### config.mk
export PLATFORM = sky130hd
export DESIGN_NAME = dev_xlat_cache
export DESIGN_NICKNAME = d
export VERILOG_FILES = /design/src/rtl/dxc_pkg.sv /design/src/rtl/dxc_entry_store.sv /design/src/rtl/dxc_miss_seq.sv /design/src/rtl/dev_xlat_cache.sv
export SDC_FILE = /design/constraint.sdc
export NUM_CORES = 1
export LEC_CHECK = 0
export BUFFER_PORTS_ARGS = -buffer_cell sky130_fd_sc_hd__buf_2
export CORE_MARGIN = 2
export CORE_UTILIZATION = 65
export DETAILED_ROUTE_END_ITERATION = 10
export GPL_TIMING_DRIVEN = 0
export PLACE_DENSITY = 0.85
export SKIP_CTS_REPAIR_TIMING = 1
export SKIP_LAST_GASP = 1
export SLEW_MARGIN = 20
export SYNTH_ARGS = -nofsm -noshare
export SYNTH_HDL_FRONTEND = slang
export SYNTH_SLANG_ARGS = --single-unit
### constraint.sdc
create_clock -name clk -period 4.2 [get_ports clk]
set_input_delay 0.42 -clock clk [delete_from_list [all_inputs] [get_ports clk]]
set_output_delay 0.42 -clock clk [all_outputs]
set_load 0.05 [all_outputs]
### src/rtl/dxc_pkg.sv
package dxc_pkg;
  localparam int unsigned DXC_ID_W = 20;

  typedef enum logic [2:0] {
    SQ_IDLE,
    SQ_SEND_TQ,
    SQ_WAIT_TR,
    SQ_SEND_PQ,
    SQ_WAIT_PR
  } sq_state_e;
endpackage

### src/rtl/dxc_entry_store.sv
module dxc_entry_store #(
  parameter int unsigned ENTRIES = 8,
  parameter int unsigned TAG_W   = 20,
  parameter int unsigned VPN_W   = 20,
  parameter int unsigned PPN_W   = 20
) (
  input  logic             clk,
  input  logic             rst_n,
  input  logic [TAG_W-1:0] lk_tag,
  input  logic [VPN_W-1:0] lk_vpn,
  output logic             hit,
  output logic [PPN_W-1:0] hit_ppn,
  input  logic             iv_valid,
  input  logic             iv_all,
  input  logic [TAG_W-1:0] iv_tag,
  input  logic [VPN_W-1:0] iv_vpn,
  input  logic             ins_en,
  input  logic [TAG_W-1:0] ins_tag,
  input  logic [VPN_W-1:0] ins_vpn,
  input  logic [PPN_W-1:0] ins_ppn
);
  localparam int unsigned IDX_W = (ENTRIES > 1) ? $clog2(ENTRIES) : 1;
  localparam logic [IDX_W-1:0] LAST_IDX = IDX_W'(ENTRIES - 1);

  logic [ENTRIES-1:0] vld_q, vld_d;
  logic [ENTRIES-1:0] lk_match, iv_match, wr_en;
  logic [TAG_W-1:0]   tag_q [ENTRIES];
  logic [VPN_W-1:0]   vpn_q [ENTRIES];
  logic [PPN_W-1:0]   ppn_q [ENTRIES];
  logic [IDX_W-1:0]   ptr_q, ptr_d;

  for (genvar i = 0; i < ENTRIES; i++) begin : g_ent
    assign lk_match[i] = vld_q[i] && (tag_q[i] == lk_tag) && (vpn_q[i] == lk_vpn);
    assign iv_match[i] = vld_q[i] && (tag_q[i] == iv_tag) && (iv_all || (vpn_q[i] == iv_vpn));
    assign wr_en[i]    = ins_en && (ptr_q == IDX_W'(i));

    always_comb begin
      vld_d[i] = vld_q[i];
      if (iv_valid && iv_match[i]) vld_d[i] = 1'b0;
      if (wr_en[i])                vld_d[i] = 1'b1;
    end

    always_ff @(posedge clk) begin
      if (wr_en[i]) begin
        tag_q[i] <= ins_tag;
        vpn_q[i] <= ins_vpn;
        ppn_q[i] <= ins_ppn;
      end
    end

    // a matching entry does not survive an exact invalidation
    p_inv_clears_r9: assert property (@(posedge clk) disable iff (!rst_n)
      (iv_valid && !iv_all && vld_q[i] && tag_q[i] == iv_tag && vpn_q[i] == iv_vpn && !wr_en[i])
      |=> !vld_q[i]);
    // an identifier-wide invalidation clears every entry of that identifier
    p_inv_all_clears_r10: assert property (@(posedge clk) disable iff (!rst_n)
      (iv_valid && iv_all && vld_q[i] && tag_q[i] == iv_tag && !wr_en[i]) |=> !vld_q[i]);
  end

  always_comb begin
    hit_ppn = '0;
    for (int k = 0; k < ENTRIES; k++) begin
      if (lk_match[k]) hit_ppn = hit_ppn | ppn_q[k];
    end
  end
  assign hit = |lk_match;

  always_comb begin
    ptr_d = ptr_q;
    if (ins_en) ptr_d = (ptr_q == LAST_IDX) ? '0 : ptr_q + 1'b1;
  end

  always_ff @(posedge clk or negedge rst_n) begin
    if (!rst_n) begin
      vld_q <= '0;
      ptr_q <= '0;
    end else begin
      vld_q <= vld_d;
      if (ins_en) ptr_q <= ptr_d;
    end
  end

  // no two valid entries ever answer the same lookup
  p_single_match_r8: assert property (@(posedge clk) disable iff (!rst_n)
    $onehot0(lk_match));
endmodule

### src/rtl/dxc_miss_seq.sv
module dxc_miss_seq
  import dxc_pkg::*;
#(
  parameter int unsigned TAG_W = 20,
  parameter int unsigned VPN_W = 20
) (
  input  logic             clk,
  input  logic             rst_n,
  input  logic             start,
  input  logic [TAG_W-1:0] st_tag,
  input  logic [VPN_W-1:0] st_vpn,
  output logic             busy,
  output logic             tq_valid,
  input  logic             tq_ready,
  input  logic             tr_valid,
  input  logic             tr_present,
  output logic             pq_valid,
  input  logic             pq_ready,
  input  logic             pr_valid,
  input  logic             pr_ok,
  input  logic             iv_valid,
  input  logic             iv_all,
  input  logic [TAG_W-1:0] iv_tag,
  input  logic [VPN_W-1:0] iv_vpn,
  output logic [TAG_W-1:0] req_tag,
  output logic [VPN_W-1:0] req_vpn,
  output logic             ins_en,
  output logic             done_ok,
  output logic             done_err
);
  sq_state_e        st_q, st_d;
  logic [TAG_W-1:0] tag_q;
  logic [VPN_W-1:0] vpn_q;
  logic             drop_q, drop_d;
  logic             iv_hit, stale;

  assign iv_hit = iv_valid && (iv_tag == tag_q) && (iv_all || (iv_vpn == vpn_q));
  assign stale  = drop_q || iv_hit;

  always_comb begin
    st_d     = st_q;
    drop_d   = drop_q;
    ins_en   = 1'b0;
    done_ok  = 1'b0;
    done_err = 1'b0;
    unique case (st_q)
      SQ_IDLE: begin
        drop_d = 1'b0;
        if (start) st_d = SQ_SEND_TQ;
      end
      SQ_SEND_TQ: if (tq_ready) st_d = SQ_WAIT_TR;
      SQ_WAIT_TR: begin
        if (iv_hit) drop_d = 1'b1;
        if (tr_valid) begin
          drop_d = 1'b0;
          if (!tr_present)  st_d = SQ_SEND_PQ;
          else if (stale)   st_d = SQ_SEND_TQ;
          else begin
            ins_en  = 1'b1;
            done_ok = 1'b1;
            st_d    = SQ_IDLE;
          end
        end
      end
      SQ_SEND_PQ: if (pq_ready) st_d = SQ_WAIT_PR;
      SQ_WAIT_PR: begin
        if (pr_valid) begin
          if (pr_ok) st_d = SQ_SEND_TQ;
          else begin
            done_err = 1'b1;
            st_d     = SQ_IDLE;
          end
        end
      end
      default: st_d = SQ_IDLE;
    endcase
  end

  always_ff @(posedge clk or negedge rst_n) begin
    if (!rst_n) begin
      st_q   <= SQ_IDLE;
      drop_q <= 1'b0;
      tag_q  <= '0;
      vpn_q  <= '0;
    end else begin
      st_q   <= st_d;
      drop_q <= drop_d;
      if (start && st_q == SQ_IDLE) begin
        tag_q <= st_tag;
        vpn_q <= st_vpn;
      end
    end
  end

  assign busy     = (st_q != SQ_IDLE);
  assign tq_valid = (st_q == SQ_SEND_TQ);
  assign pq_valid = (st_q == SQ_SEND_PQ);
  assign req_tag  = tag_q;
  assign req_vpn  = vpn_q;

  // an accepted miss makes the sequencer busy
  p_busy_after_start_r3: assert property (@(posedge clk) disable iff (!rst_n)
    (start && !busy) |=> busy);
  // a page request only follows an absent-page answer
  p_pq_after_absent_r5: assert property (@(posedge clk) disable iff (!rst_n)
    $rose(pq_valid) |-> $past(tr_valid && !tr_present));
  // a resolved page is translated again
  p_retry_after_page_r6: assert property (@(posedge clk) disable iff (!rst_n)
    (st_q == SQ_WAIT_PR && pr_valid && pr_ok) |=> tq_valid);
  // installs come only from a present translation
  p_install_present_r4: assert property (@(posedge clk) disable iff (!rst_n)
    ins_en |-> (tr_valid && tr_present));
  // a failed page response installs nothing
  p_err_no_install_r7: assert property (@(posedge clk) disable iff (!rst_n)
    done_err |-> !ins_en);
  // a stalled translation request holds its contents
  p_tq_hold_r13: assert property (@(posedge clk) disable iff (!rst_n)
    (tq_valid && !tq_ready) |=> (tq_valid && $stable(req_tag) && $stable(req_vpn)));
  // an invalidated in-flight page is never installed
  p_no_stale_install_r11: assert property (@(posedge clk) disable iff (!rst_n)
    (st_q == SQ_WAIT_TR && iv_hit && !tr_valid) |=> !ins_en);
endmodule

### src/rtl/dev_xlat_cache.sv
module dev_xlat_cache
  import dxc_pkg::*;
#(
  parameter int unsigned ENTRIES = 8,
  parameter int unsigned TAG_W   = DXC_ID_W,
  parameter int unsigned VPN_W   = 20,
  parameter int unsigned PPN_W   = 20
) (
  input  logic             clk,
  input  logic             rst_n,
  input  logic             lk_valid,
  output logic             lk_ready,
  input  logic [TAG_W-1:0] lk_tag,
  input  logic [VPN_W-1:0] lk_vpn,
  output logic             rs_valid,
  output logic             rs_err,
  output logic [PPN_W-1:0] rs_ppn,
  output logic             tq_valid,
  input  logic             tq_ready,
  output logic [TAG_W-1:0] tq_tag,
  output logic [VPN_W-1:0] tq_vpn,
  input  logic             tr_valid,
  input  logic             tr_present,
  input  logic [PPN_W-1:0] tr_ppn,
  output logic             pq_valid,
  input  logic             pq_ready,
  output logic [TAG_W-1:0] pq_tag,
  output logic [VPN_W-1:0] pq_vpn,
  input  logic             pr_valid,
  input  logic             pr_ok,
  input  logic             iv_valid,
  input  logic             iv_all,
  input  logic [TAG_W-1:0] iv_tag,
  input  logic [VPN_W-1:0] iv_vpn,
  output logic             iv_ack
);
  logic             rst_meta_q, rst_sync_n;
  logic             hit, busy, lk_fire, start;
  logic [PPN_W-1:0] hit_ppn;
  logic [TAG_W-1:0] req_tag;
  logic [VPN_W-1:0] req_vpn;
  logic             ins_en, done_ok, done_err;
  logic             rs_valid_d, rs_err_d;
  logic [PPN_W-1:0] rs_ppn_d;

  always_ff @(posedge clk or negedge rst_n) begin
    if (!rst_n) begin
      rst_meta_q <= 1'b0;
      rst_sync_n <= 1'b0;
    end else begin
      rst_meta_q <= 1'b1;
      rst_sync_n <= rst_meta_q;
    end
  end

  assign lk_ready = !busy && !iv_valid;
  assign lk_fire  = lk_valid && lk_ready;
  assign start    = lk_fire && !hit;

  dxc_entry_store #(
    .ENTRIES (ENTRIES),
    .TAG_W   (TAG_W),
    .VPN_W   (VPN_W),
    .PPN_W   (PPN_W)
  ) u_store (
    .clk      (clk),
    .rst_n    (rst_sync_n),
    .lk_tag   (lk_tag),
    .lk_vpn   (lk_vpn),
    .hit      (hit),
    .hit_ppn  (hit_ppn),
    .iv_valid (iv_valid),
    .iv_all   (iv_all),
    .iv_tag   (iv_tag),
    .iv_vpn   (iv_vpn),
    .ins_en   (ins_en),
    .ins_tag  (req_tag),
    .ins_vpn  (req_vpn),
    .ins_ppn  (tr_ppn)
  );

  dxc_miss_seq #(
    .TAG_W (TAG_W),
    .VPN_W (VPN_W)
  ) u_seq (
    .clk        (clk),
    .rst_n      (rst_sync_n),
    .start      (start),
    .st_tag     (lk_tag),
    .st_vpn     (lk_vpn),
    .busy       (busy),
    .tq_valid   (tq_valid),
    .tq_ready   (tq_ready),
    .tr_valid   (tr_valid),
    .tr_present (tr_present),
    .pq_valid   (pq_valid),
    .pq_ready   (pq_ready),
    .pr_valid   (pr_valid),
    .pr_ok      (pr_ok),
    .iv_valid   (iv_valid),
    .iv_all     (iv_all),
    .iv_tag     (iv_tag),
    .iv_vpn     (iv_vpn),
    .req_tag    (req_tag),
    .req_vpn    (req_vpn),
    .ins_en     (ins_en),
    .done_ok    (done_ok),
    .done_err   (done_err)
  );

  assign tq_tag = req_tag;
  assign tq_vpn = req_vpn;
  assign pq_tag = req_tag;
  assign pq_vpn = req_vpn;

  always_comb begin
    rs_valid_d = 1'b0;
    rs_err_d   = 1'b0;
    rs_ppn_d   = '0;
    if (lk_fire && hit) begin
      rs_valid_d = 1'b1;
      rs_ppn_d   = hit_ppn;
    end else if (done_ok) begin
      rs_valid_d = 1'b1;
      rs_ppn_d   = tr_ppn;
    end else if (done_err) begin
      rs_valid_d = 1'b1;
      rs_err_d   = 1'b1;
    end
  end

  always_ff @(posedge clk or negedge rst_sync_n) begin
    if (!rst_sync_n) begin
      rs_valid <= 1'b0;
      rs_err   <= 1'b0;
      rs_ppn   <= '0;
      iv_ack   <= 1'b0;
    end else begin
      rs_valid <= rs_valid_d;
      rs_err   <= rs_err_d;
      rs_ppn   <= rs_ppn_d;
      iv_ack   <= iv_valid;
    end
  end

  // a hit is answered on the next cycle without error
  p_hit_one_cycle_r2: assert property (@(posedge clk) disable iff (!rst_sync_n)
    (lk_valid && lk_ready && hit) |=> (rs_valid && !rs_err));
  // every invalidation is acknowledged on the next cycle
  p_inv_ack_r9: assert property (@(posedge clk) disable iff (!rst_sync_n)
    iv_valid |=> iv_ack);
  // no lookup is taken while a miss is outstanding
  p_stall_busy_r3: assert property (@(posedge clk) disable iff (!rst_sync_n)
    (tq_valid || pq_valid) |-> !lk_ready);
endmodule

==> Word-level counts from Yosys, hierarchy flattened <==
Memory sizes are Yosys's and may differ from the RTL's.
Index checks and enable logic that the tools add are counted.
{ "totals": {"reg_bits": 80, "ramBits": 480, "input_bits": 111, "word_cells": 315, "memories": 3} }
{ "mem_list": {"columns": ["name", "words", "word_bits", "read_ports", "rd_clocked_by_memory_dff", "wr", "line_no", "source"], "rows": [
  ["u_store.ppn_q", 8, 20, 8, 0, 1, "dxc_entry_store.sv:29", "logic [PPN_W-1:0] ppn_q [ENTRIES];"],
  ["u_store.tag_q", 8, 20, 8, 0, 1, "dxc_entry_store.sv:27", "logic [TAG_W-1:0] tag_q [ENTRIES];"],
  ["u_store.vpn_q", 8, 20, 8, 0, 1, "dxc_entry_store.sv:28", "logic [VPN_W-1:0] vpn_q [ENTRIES];"]
]} }
{ "classes": {"n_addsub": 1, "eq_ne": 51, "n_mux": 130, "n_bitwise": 7, "reduce_logical": 104} }
{ "op_table": {"columns": ["cell", "count"], "rows": [
  ["20-bit == test", 34],
  ["20-bit two-way mux", 31],
  ["20-bit OR reduction", 21],
  ["20-bit OR", 7],
  ["3-bit two-way mux", 28],
  ["1-bit two-way mux", 69],
  ["1-bit logical AND", 55],
  ["2-bit nonzero test", 9],
  ["3-bit == test, second input constant", 5],
  ["3-bit one-hot mux with 5 select lines", 1],
  ["3-bit by 2-bit == test with 1-bit output, second input constant", 4],
  ["1-bit logical OR", 10],
  ["8-bit OR reduction", 1],
  ["3-bit by 1-bit == test with 1-bit output, second input constant", 2],
  ["3-bit zero test", 2],
  ["2-bit by 1-bit inequality test with 1-bit output, second input constant", 3],
  ["5-bit AND reduction", 1],
  ["2-bit inequality test, second input constant", 2],
  ["3-bit by 1-bit adder with 3-bit output, second input constant", 1],
  ["1-bit zero test", 3],
  ["3-bit by 2-bit inequality test with 1-bit output, second input constant", 1],
  ["3-bit nonzero test", 1],
  ["1-bit one-hot mux with 2 select lines", 1],
  ["2-bit AND reduction", 1]
]} }

==> Longest topological paths before layout <==
Gate-level depths: netlist of the first run.
An unclocked memory read counts as a cell.
{ "logic_depth": {"depth_word": 20, "ltp_mapped": 10, "ltp_nobuf": 7} }

==> Cells and area by module <==
A second synthesis of the first run with hierarchy kept.
{ "hier_totals": {"hier_cells": 2181, "area_unflattened_um2": 28113.2} }
{ "modules_own_cells": {"columns": ["mod", "n_inst", "cells_each", "area_each_um2", "seq_area_each_um2"], "rows": [
  ["dxc_entry_store", 1, 1866, 24498.5, 14689.1],
  ["dxc_miss_seq", 1, 179, 2258.4, 1101.1],
  ["dev_xlat_cache", 1, 136, 1356.3, 625.6]
]} }

==> Worst setup path before layout of the first run <==
OpenSTA, ideal clock, no wires.
{ "synth_timing": {"path_type": "input port to flip-flop", "from": "input port iv_vpn[8]", "to": "memory u_store.ppn_q[6][0] (netlist: u_store.ppn_q[1][40]) (enable)", "setup_ps": 425, "arrival_time_ps": 3315, "slack_ps": 460, "path_stages": 7, "path_buffers": 2, "cell_sequence": "clkbuf_1 > xor2_1 > nor4_1 > a31oi_1 > o211a_1 > buf_1 > and3_1"} }
{ "synth_via": {"elab_chain_len": 19, "elab_cells_between_ends": 53} }
{ "synth_lines": {"columns": ["item", "line_no", "source"], "rows": [
  ["start: declaration", "dev_xlat_cache.sv:34", "input logic [VPN_W-1:0] iv_vpn,"],
  ["20-bit == test *", "dxc_miss_seq.sv:37", "assign iv_hit = iv_valid && (iv_tag == tag_q) && (iv_all || (iv_vpn == vpn_q));"],
  ["1-bit logical OR *", "dxc_miss_seq.sv:37", null],
  ["1-bit logical AND *", "dxc_miss_seq.sv:37", null],
  ["1-bit logical OR *", "dxc_miss_seq.sv:38", "assign stale = drop_q || iv_hit;"],
  ["1-bit two-way mux *", "dxc_miss_seq.sv:57", "else if (stale) st_d = SQ_SEND_TQ;"],
  ["1-bit two-way mux *", "dxc_miss_seq.sv:56", "if (!tr_present) st_d = SQ_SEND_PQ;"],
  ["1-bit two-way mux *", "dxc_miss_seq.sv:54", "if (tr_valid) begin"],
  ["1-bit two-way mux *", "dxc_miss_seq.sv:46", "unique case (st_q)"],
  ["1-bit logical AND", "dxc_entry_store.sv:35", "assign wr_en[i] = ins_en && (ptr_q == IDX_W'(i));"],
  ["1-bit two-way mux", "dxc_entry_store.sv:44", "if (wr_en[i]) begin"],
  ["1-bit two-way mux (implied by the code)", "dxc_entry_store.sv:47", "ppn_q[i] <= ins_ppn;"],
  ["20-bit OR reduction (no line)", null, null],
  ["3-bit two-way mux (no line) or 1-bit two-way mux (tied branches) (7 in a row)", null, null],
  ["end: declaration", "dxc_entry_store.sv:29", null]
]} }
Every way passes the cells marked *; elsewhere a longest branch is shown, timed or not.

==> metrics.md, run 1 <==
| Metric | Value |
|---|---|
| Async S/R FF share, synth | 0.1429 |
| Synth Cell Area | 27,410 um2 |
| Final hold violations | 0 |
| CTS tree | yes |
| Power Density | 575.1 nW/um2 |
| Root Buffer | clkbuf_16 |
| End point of the critical path | rs_ppn[13] |
| Reg2Reg Capture Point | rs_ppn[13] |
| Routed wire length | 103,300 um |
| CP arrival | 4590 ps |
| Seq/Total Area, Yosys | 0.5988 |
| Worst EP required | 4730 ps |
| Hold Slack | 44.43 ps |
| CP max FO | 10 |
| Die Ht | 209.4 um |
| FF+latch count, synth | 560 |
| Outcome | finished clean |
| Cell count after synthesis | 1,999 |
| Setup Skew | 17.69 ps |
| HPWL after detailed placement | 70,320 um |
| I/O Pins | 217 |
| Tightest Pin Transition | 1218 ps |
| Synth unique cells | 55 |
| Synth Net Count | 2,116 |
| ANT nets after route | 0 |
| Via/cell ratio | 7.040 |
| Slew headroom | 0.1881 |
| Overall routing resource usage | 0.4734 |
| IO Port Bufs | 136 |
| Rows | 75 |
| Clock sink total | 560 |
| Pre-CTS WS | -497.8 ps |
| Setup slack, reg-to-reg | 130 ps |
| Tcrit/Tclk final | 0.9688 |
| First-pass GRT wire length | 142,900 um |
| Worst-skew pair later-pin latency | 630 ps |
| # DRC | 0 |
| Worst reg-to-reg path cell count | 9 |
| Die width | 209.4 um |
| Peak supply drop | 0.7468 mV |
| Maximum clock rate | 245.8 MHz |
| Synthesis-to-finish area growth | 14.33% |
| RSZ-0062 raised after global routing | no |
| Tot Pwr | 0.01802 W |
| Initial core utilization | 0.6564 |
| Kind of critical path | flip-flop to flip-flop |
| Number of global-route vias before repair | 19.25k |
| Final Critical Period | 4069 ps |
| Final core utilization | 0.7505 |
| GP Congestion | 1.020 |
| EDFF count, synth | 480 |
| Total number of yosys warnings | 0 |
| Drt pass-1 iters | 6 |
| Fillers | 2,658 |
| Num CTS Buffers | 57 |
| Syn_area_per_cell | 13.71 um2 |
| Final #Nets | 2,334 |
| Initial antenna violation count | 5 |
| Final WS setup | 130.9 ps |
| Crit. Startpoint | u_store.vpn_q[0][14] |
| Pin count of the biggest net entering global routing | 46 |
| Iteration-0 DRC Markers | 3,695 |
| Core ar. | 41,760 um2 |
| Wire per inst | 36.78 um |
| Crit path launch type | flip-flop |
| Share of layout cells above drive strength 1 | 0.1829 |
| Gr ovfl total | 0 |
| Clock transition at path regs | 60 ps |
| Via count | 19.78k |
| Fin. max-slew vios | 0 |
| Design area | 31,340 um2 |
| Hold Crit Class | input port to flip-flop |
| H-tree levels | 2 |
| Setup violators final | 0 |
| P_leak | 10.68 nW |
| Clock Tree Buf Depth | 3 |
| Synth Flop Type | edfxtp_1 |
| Max Cap Violations | 0 |
| Worst r2r src | u_store.vpn_q[0][14] |
| Post-DP Area | 29,230 um2 |
| Die ar. | 43,830 um2 |
| CP endpoint kind | flip-flop |
-- flip-flops by register name, summed over array words and instances, names as in the netlist --
register / cells
u_store.vld_q: 8
rs_valid: 1
u_seq.req_tag: 20
u_store.tag_q: 160
rs_ppn: 20
rs_err: 1
u_store.vpn_q: 160
u_seq.st_q: 3
u_store.ptr_q: 3
rst_sync_n: 1
rst_meta_q: 1
iv_ack: 1
u_store.ppn_q: 160
u_seq.drop_q: 1
u_seq.req_vpn: 20
-- layout by cell type (no fill, tap or decap), types with 57 or more instances in the layout --
| master | n |
|---|---|
| xnor2_1 | 474 |
| xor2_1 | 189 |
| clkbuf_16 | 59 |
| buf_4 | 61 |
| clkbuf_1 | 61 |
| nand4_1 | 178 |
| nor4_1 | 57 |
| buf_2 | 164 |
| dfrtp_1 | 77 |
| edfxtp_1 | 480 |
-- synthesized netlist by cell type, types with 3 or more instances --
| master | number | area [um2] |
|---|---|---|
| a21oi_1 | 5 | 25.02 |
| a22o_1 | 39 | 341.6 |
| a31oi_1 | 13 | 81.33 |
| and2_1 | 4 | 25.02 |
| and3_1 | 14 | 87.58 |
| and4_1 | 5 | 43.79 |
| buf_1 | 3 | 11.26 |
| buf_2 | 24 | 120.1 |
| buf_4 | 56 | 420.4 |
| buf_6 | 5 | 56.30 |
| clkbuf_1 | 53 | 198.9 |
| dfrtp_1 | 80 | 2002 |
| edfxtp_1 | 480 | 14410 |
| ha_1 | 6 | 75.07 |
| inv_1 | 36 | 135.1 |
| mux2_4 | 39 | 585.6 |
| nand2_1 | 33 | 123.9 |
| nand2b_1 | 12 | 75.07 |
| nand3_1 | 20 | 100.1 |
| nand4_1 | 178 | 1114 |
| nor2_1 | 11 | 41.29 |
| nor2b_1 | 7 | 43.79 |
| nor3_1 | 43 | 215.2 |
| nor3b_1 | 3 | 22.52 |
| nor4_1 | 64 | 400.4 |
| nor4_2 | 11 | 137.6 |
| o2111ai_1 | 20 | 175.2 |
| o21ai_0 | 23 | 115.1 |
| o21ai_1 | 9 | 45.04 |
| o221ai_1 | 4 | 35.03 |
| or4_1 | 4 | 30.03 |
| xnor2_1 | 474 | 4151 |
| xor2_1 | 189 | 1655 |
-- routing by layer --
metal | wire length (um) | GRT usage | up-vias
met5 | 104 | 0.01780 | -
met4 | 6782 | 0.2717 | 2
met3 | 16390 | 0.1454 | 405
met2 | 44780 | 0.6990 | 1997
met1 | 35280 | 0.6251 | 9620
li1 | - | - | 7759
-- critical path: stages, from the launching register on --
cell and delay [ps]:
edfxtp_1 420, xnor2_1 620, nand4_1 290, nor4_4 910, and3_1 290, clkbuf_1 410
or4_1 270, o21bai_1 200, buf_2 280, o21ai_0 260
-- per-stage QoR --
step | setup TNS (ps) | std cells
2_1_floorplan | 0 | 1999
3_3_place_gp | -606180 | 2674
3_5_place_dp | -43500 | 2694
4_1_cts | -1778 | 2800
5_1_grt | 0 | 2805
6_report | 0 | 2810
-- layout make-up --
class / instances / area (um2) / area share
Multi-Input combinational cell: 1261 / 10220 / 0.3262
Sequential cell: 560 / 16420 / 0.5240
Clock inverter: 29 / 420.4 / 0.01341
Inverter: 37 / 138.9 / 0.004431
Buffer: 141 / 809.5 / 0.02583
Clock buffer: 77 / 1624 / 0.05182
Timing Repair Buffer: 159 / 1010 / 0.03222
Antenna cell: 7 / 17.52 / 0.0005589
Tap cell: 539 / 674.4 / 0.02152
-- worst min-delay path by stage --
stage	from	end	depth (start not counted)
finish	pq_ready	u_seq.st_q[2]	3
global route	pr_ok	rs_err	2
CTS	rst_n	rst_meta_q	1
detailed placement	rst_n	rst_meta_q	1
global placement	rst_n	rst_sync_n	1
floorplan	rst_n	rst_meta_q	0
-- report_power, final --
part,switching [W],internal (W),leakage (nW)
clock,0.00224,0.00337,1.01
combinational,0.00279,0.00134,4.35
sequential,0.00140,0.00688,5.32
total,0.00643,0.0116,10.7
-- kinds of logic after synthesis --
| group | synth area share |
|---|---|
| multiplexers | 0.02250 |
| buffers and inverters | 0.03451 |
| XOR/XNOR | 0.2118 |
| flip-flops | 0.5988 |
| AO/OA/AOI/OAI | 0.03574 |
| other | 0.0001368 |
| adder cells (fa/ha/maj) | 0.002739 |
| AND/OR/NAND/NOR | 0.09371 |
(Power assumes the default switching activity.)
==> run 2, diff against run 1 <==
--- a/config.mk
+++ b/config.mk
@@ -6,7 +6,7 @@
 export NUM_CORES = 1
 export LEC_CHECK = 0
 export BUFFER_PORTS_ARGS = -buffer_cell sky130_fd_sc_hd__buf_2
-export CORE_MARGIN = 2
+export CORE_MARGIN = 3
 export CORE_UTILIZATION = 65
 export DETAILED_ROUTE_END_ITERATION = 10
 export GPL_TIMING_DRIVEN = 0
==> metrics.md, run 2 (same netlist as run 1, synthesis figures left out) <==
| Metric | Value |
|---|---|
| HPWL after detailed placement | 69,770 um (was 70,320 um) |
| P_leak | 10.56 nW (was 10.68 nW) |
| GR Layer Usage met3 | 0.1386 (was 0.1454) |
| Outcome | finished, violations left (was finished clean) |
| Hold_sp | pr_ok (was pq_ready) |
| Most frequent cells in the layout | edfxtp_1 (480), xnor2_1 (474), xor2_1 (189) (unchanged) |
| Die Ht | 211.4 um (was 209.4 um) |
| I/O Pins | 217 (unchanged) |
| Overall routing resource usage | 0.4472 (was 0.4734) |
| Setup violators final | 85 (was 0) |
| Fin. max-slew vios | 0 (unchanged) |
| Peak supply drop | 0.7524 mV (was 0.7468 mV) |
| Rows | 74 (was 75) |
| Crit. Startpoint | u_seq.req_tag[7] (was u_store.vpn_q[0][14]) |
| Power Density | 562.3 nW/um2 (was 575.1 nW/um2) |
| Die width | 211.4 um (was 209.4 um) |
| Failing checks | setup timing |
| Synthesis-to-finish area growth | 13.62% (was 14.33%) |
| CP arrival | 4850 ps (was 4590 ps) |
| IO Port Bufs | 136 (unchanged) |
| Clock sink total | 560 (unchanged) |
| Final core utilization | 0.7560 (was 0.7505) |
| Final WS setup | -145.3 ps (was 130.9 ps) |
| Biggest regs | u_store.ppn_q x160, u_store.tag_q x160, u_store.vpn_q x160 (unchanged) |
| # DRC | 0 (unchanged) |
| Initial antenna violation count | 4 (was 5) |
| Final #Nets | 2,330 (was 2,334) |
| H-tree levels | 2 (unchanged) |
| Tot Pwr | 0.01751 W (was 0.01802 W) |
| Maximum clock rate | 230.1 MHz (was 245.8 MHz) |
| Core ar. | 41,200 um2 (was 41,760 um2) |
| Iteration-0 DRC Markers | 3,328 (was 3,695) |
| Clock transition at path regs | 60 ps (about the same) |
| Post-DP Area | 29,200 um2 (was 29,230 um2) |
| Crit path launch type | flip-flop (unchanged) |
| Final Critical Period | 4345 ps (was 4069 ps) |
| Gr ovfl total | 0 (unchanged) |
| Clock Tree Buf Depth | 3 (unchanged) |
| Root Buffer | clkbuf_16 (unchanged) |
| Max Cap Violations | 0 (unchanged) |
| GR Util met2 | 0.6481 (was 0.6990) |
| RSZ-0062 raised after global routing | no (unchanged) |
| Routed wire length | 99,960 um (was 103,300 um) |
| Setup Skew | 23.57 ps (was 17.69 ps) |
| Pin count of the biggest net entering global routing | 44 (was 46) |
| Wire per inst | 35.74 um (was 36.78 um) |
| Tightest Pin Transition | 1196 ps (was 1218 ps) |
| Reg area | 16,430 um2 (was 16,420 um2) |
| CP max FO | 43 (was 10) |
| Slew headroom | 0.2026 (was 0.1881) |
| Tcrit/Tclk final | 1.035 (was 0.9688) |
| Number of global-route vias before repair | 18.66k (was 19.25k) |
| Design area | 31,150 um2 (was 31,340 um2) |
| Worst r2r src | u_seq.req_tag[7] (was u_store.vpn_q[0][14]) |
| Worst EP required | 4700 ps (was 4730 ps) |
| Num CTS Buffers | 56 (was 57) |
| Pre-CTS WS | -469.3 ps (was -497.8 ps) |
| ANT nets after route | 0 (unchanged) |
| Initial core utilization | 0.6653 (was 0.6564) |
| Die ar. | 44,670 um2 (was 43,830 um2) |
| Fillers | 2,588 (was 2,658) |
| Most common cell after layout, fill and taps aside | edfxtp_1 (unchanged) |
| CP endpoint kind | flip-flop (unchanged) |
| GP Congestion | 1.092 (was 1.020) |
| Worst-skew pair later-pin latency | 640 ps (was 630 ps) |
| Hold Crit Class | input port to flip-flop (unchanged) |
| Via/cell ratio | 6.990 (was 7.040) |
| Area of the multi-input gates | 10,220 um2 (about the same) |
| GRT busiest layer | met2 (unchanged) |
| Final hold violations | 0 (unchanged) |
| Share of layout cells above drive strength 1 | 0.1782 (was 0.1829) |
| Via count | 19.55k (was 19.78k) |
| CTS tree | yes (unchanged) |
| First-pass GRT wire length | 139,200 um (was 142,900 um) |
| Met1 Usage GRT | 0.6190 (was 0.6251) |
| Drt pass-1 iters | 6 (unchanged) |
| Kind of critical path | flip-flop to flip-flop (unchanged) |
## run 2: changes by cell type in the layout (fill, tap and decap cells not counted), sizes merged
| cell | before | now |
|---|---|---|
| clkinvlp | 1 | 3 |
| clkbuf | 130 | 131 |
| buf | 245 | 242 |
| diode | 7 | 4 |
| inv | 38 | 39 |
| bufinv | 11 | 7 |
## run 2: area by class of cell
type	instances	share of cell area
sequential	560	0.5274
inverter	37	0.004459
multi-input combinational	1261	0.3281
antenna	4	0.0003214
timing repair buffer	156	0.03181
clock buffer	78	0.04957
clock inverter	28	0.01113
tap	532	0.02137
buffer	141	0.02591
## run 2: worst paths after layout
check,endpoint,slack [ps],depth (start not counted)
max,u_store.vld_q[6],-150,9
min,rs_err,6,2
max reg2reg,u_store.vld_q[6],-150,9
min reg2reg,rs_err,300,0
max in group asynchronous,u_seq.req_tag[3],3070,2
min in group asynchronous,rst_sync_n,150,2
## run 2: through the flow
| stage | TNS (ps) | cells | hold WS [ps] |
|---|---|---|---|
| 2_1_floorplan | 0 | 1999 | 124.4 |
| 3_3_place_gp | -627830 | 2667 | 205.0 |
| 3_5_place_dp | -49220 | 2685 | 208.2 |
| 4_1_cts | -944.4 | 2791 | -444.5 |
| 5_1_grt | 0 | 2795 | 11.87 |
| 6_report | -4499 | 2797 | 5.727 |
## run 2: where the power goes
part	switching (W)	internal, W
clock network	0.00224	0.00301
logic	0.00275	0.00134
registers	0.00130	0.00688
## run 2: routing by layer
metal / vias to the layer above / part of all wire
met5: - / 0
met4: 0 / 0.062
met3: 317 / 0.15
met2: 1919 / 0.43
met1: 9569 / 0.36
li1: 7747 / -
## run 2: worst max-delay path, cell delays in order (launching register included)
cell,delay (ps)
dfrtp_1,810
xnor2_1,190
nand4_1,150
nor4_1,680
nand4_1,590
o211a_1,510
buf_1,340
and3_4,430
buf_16,240
o21bai_1,210
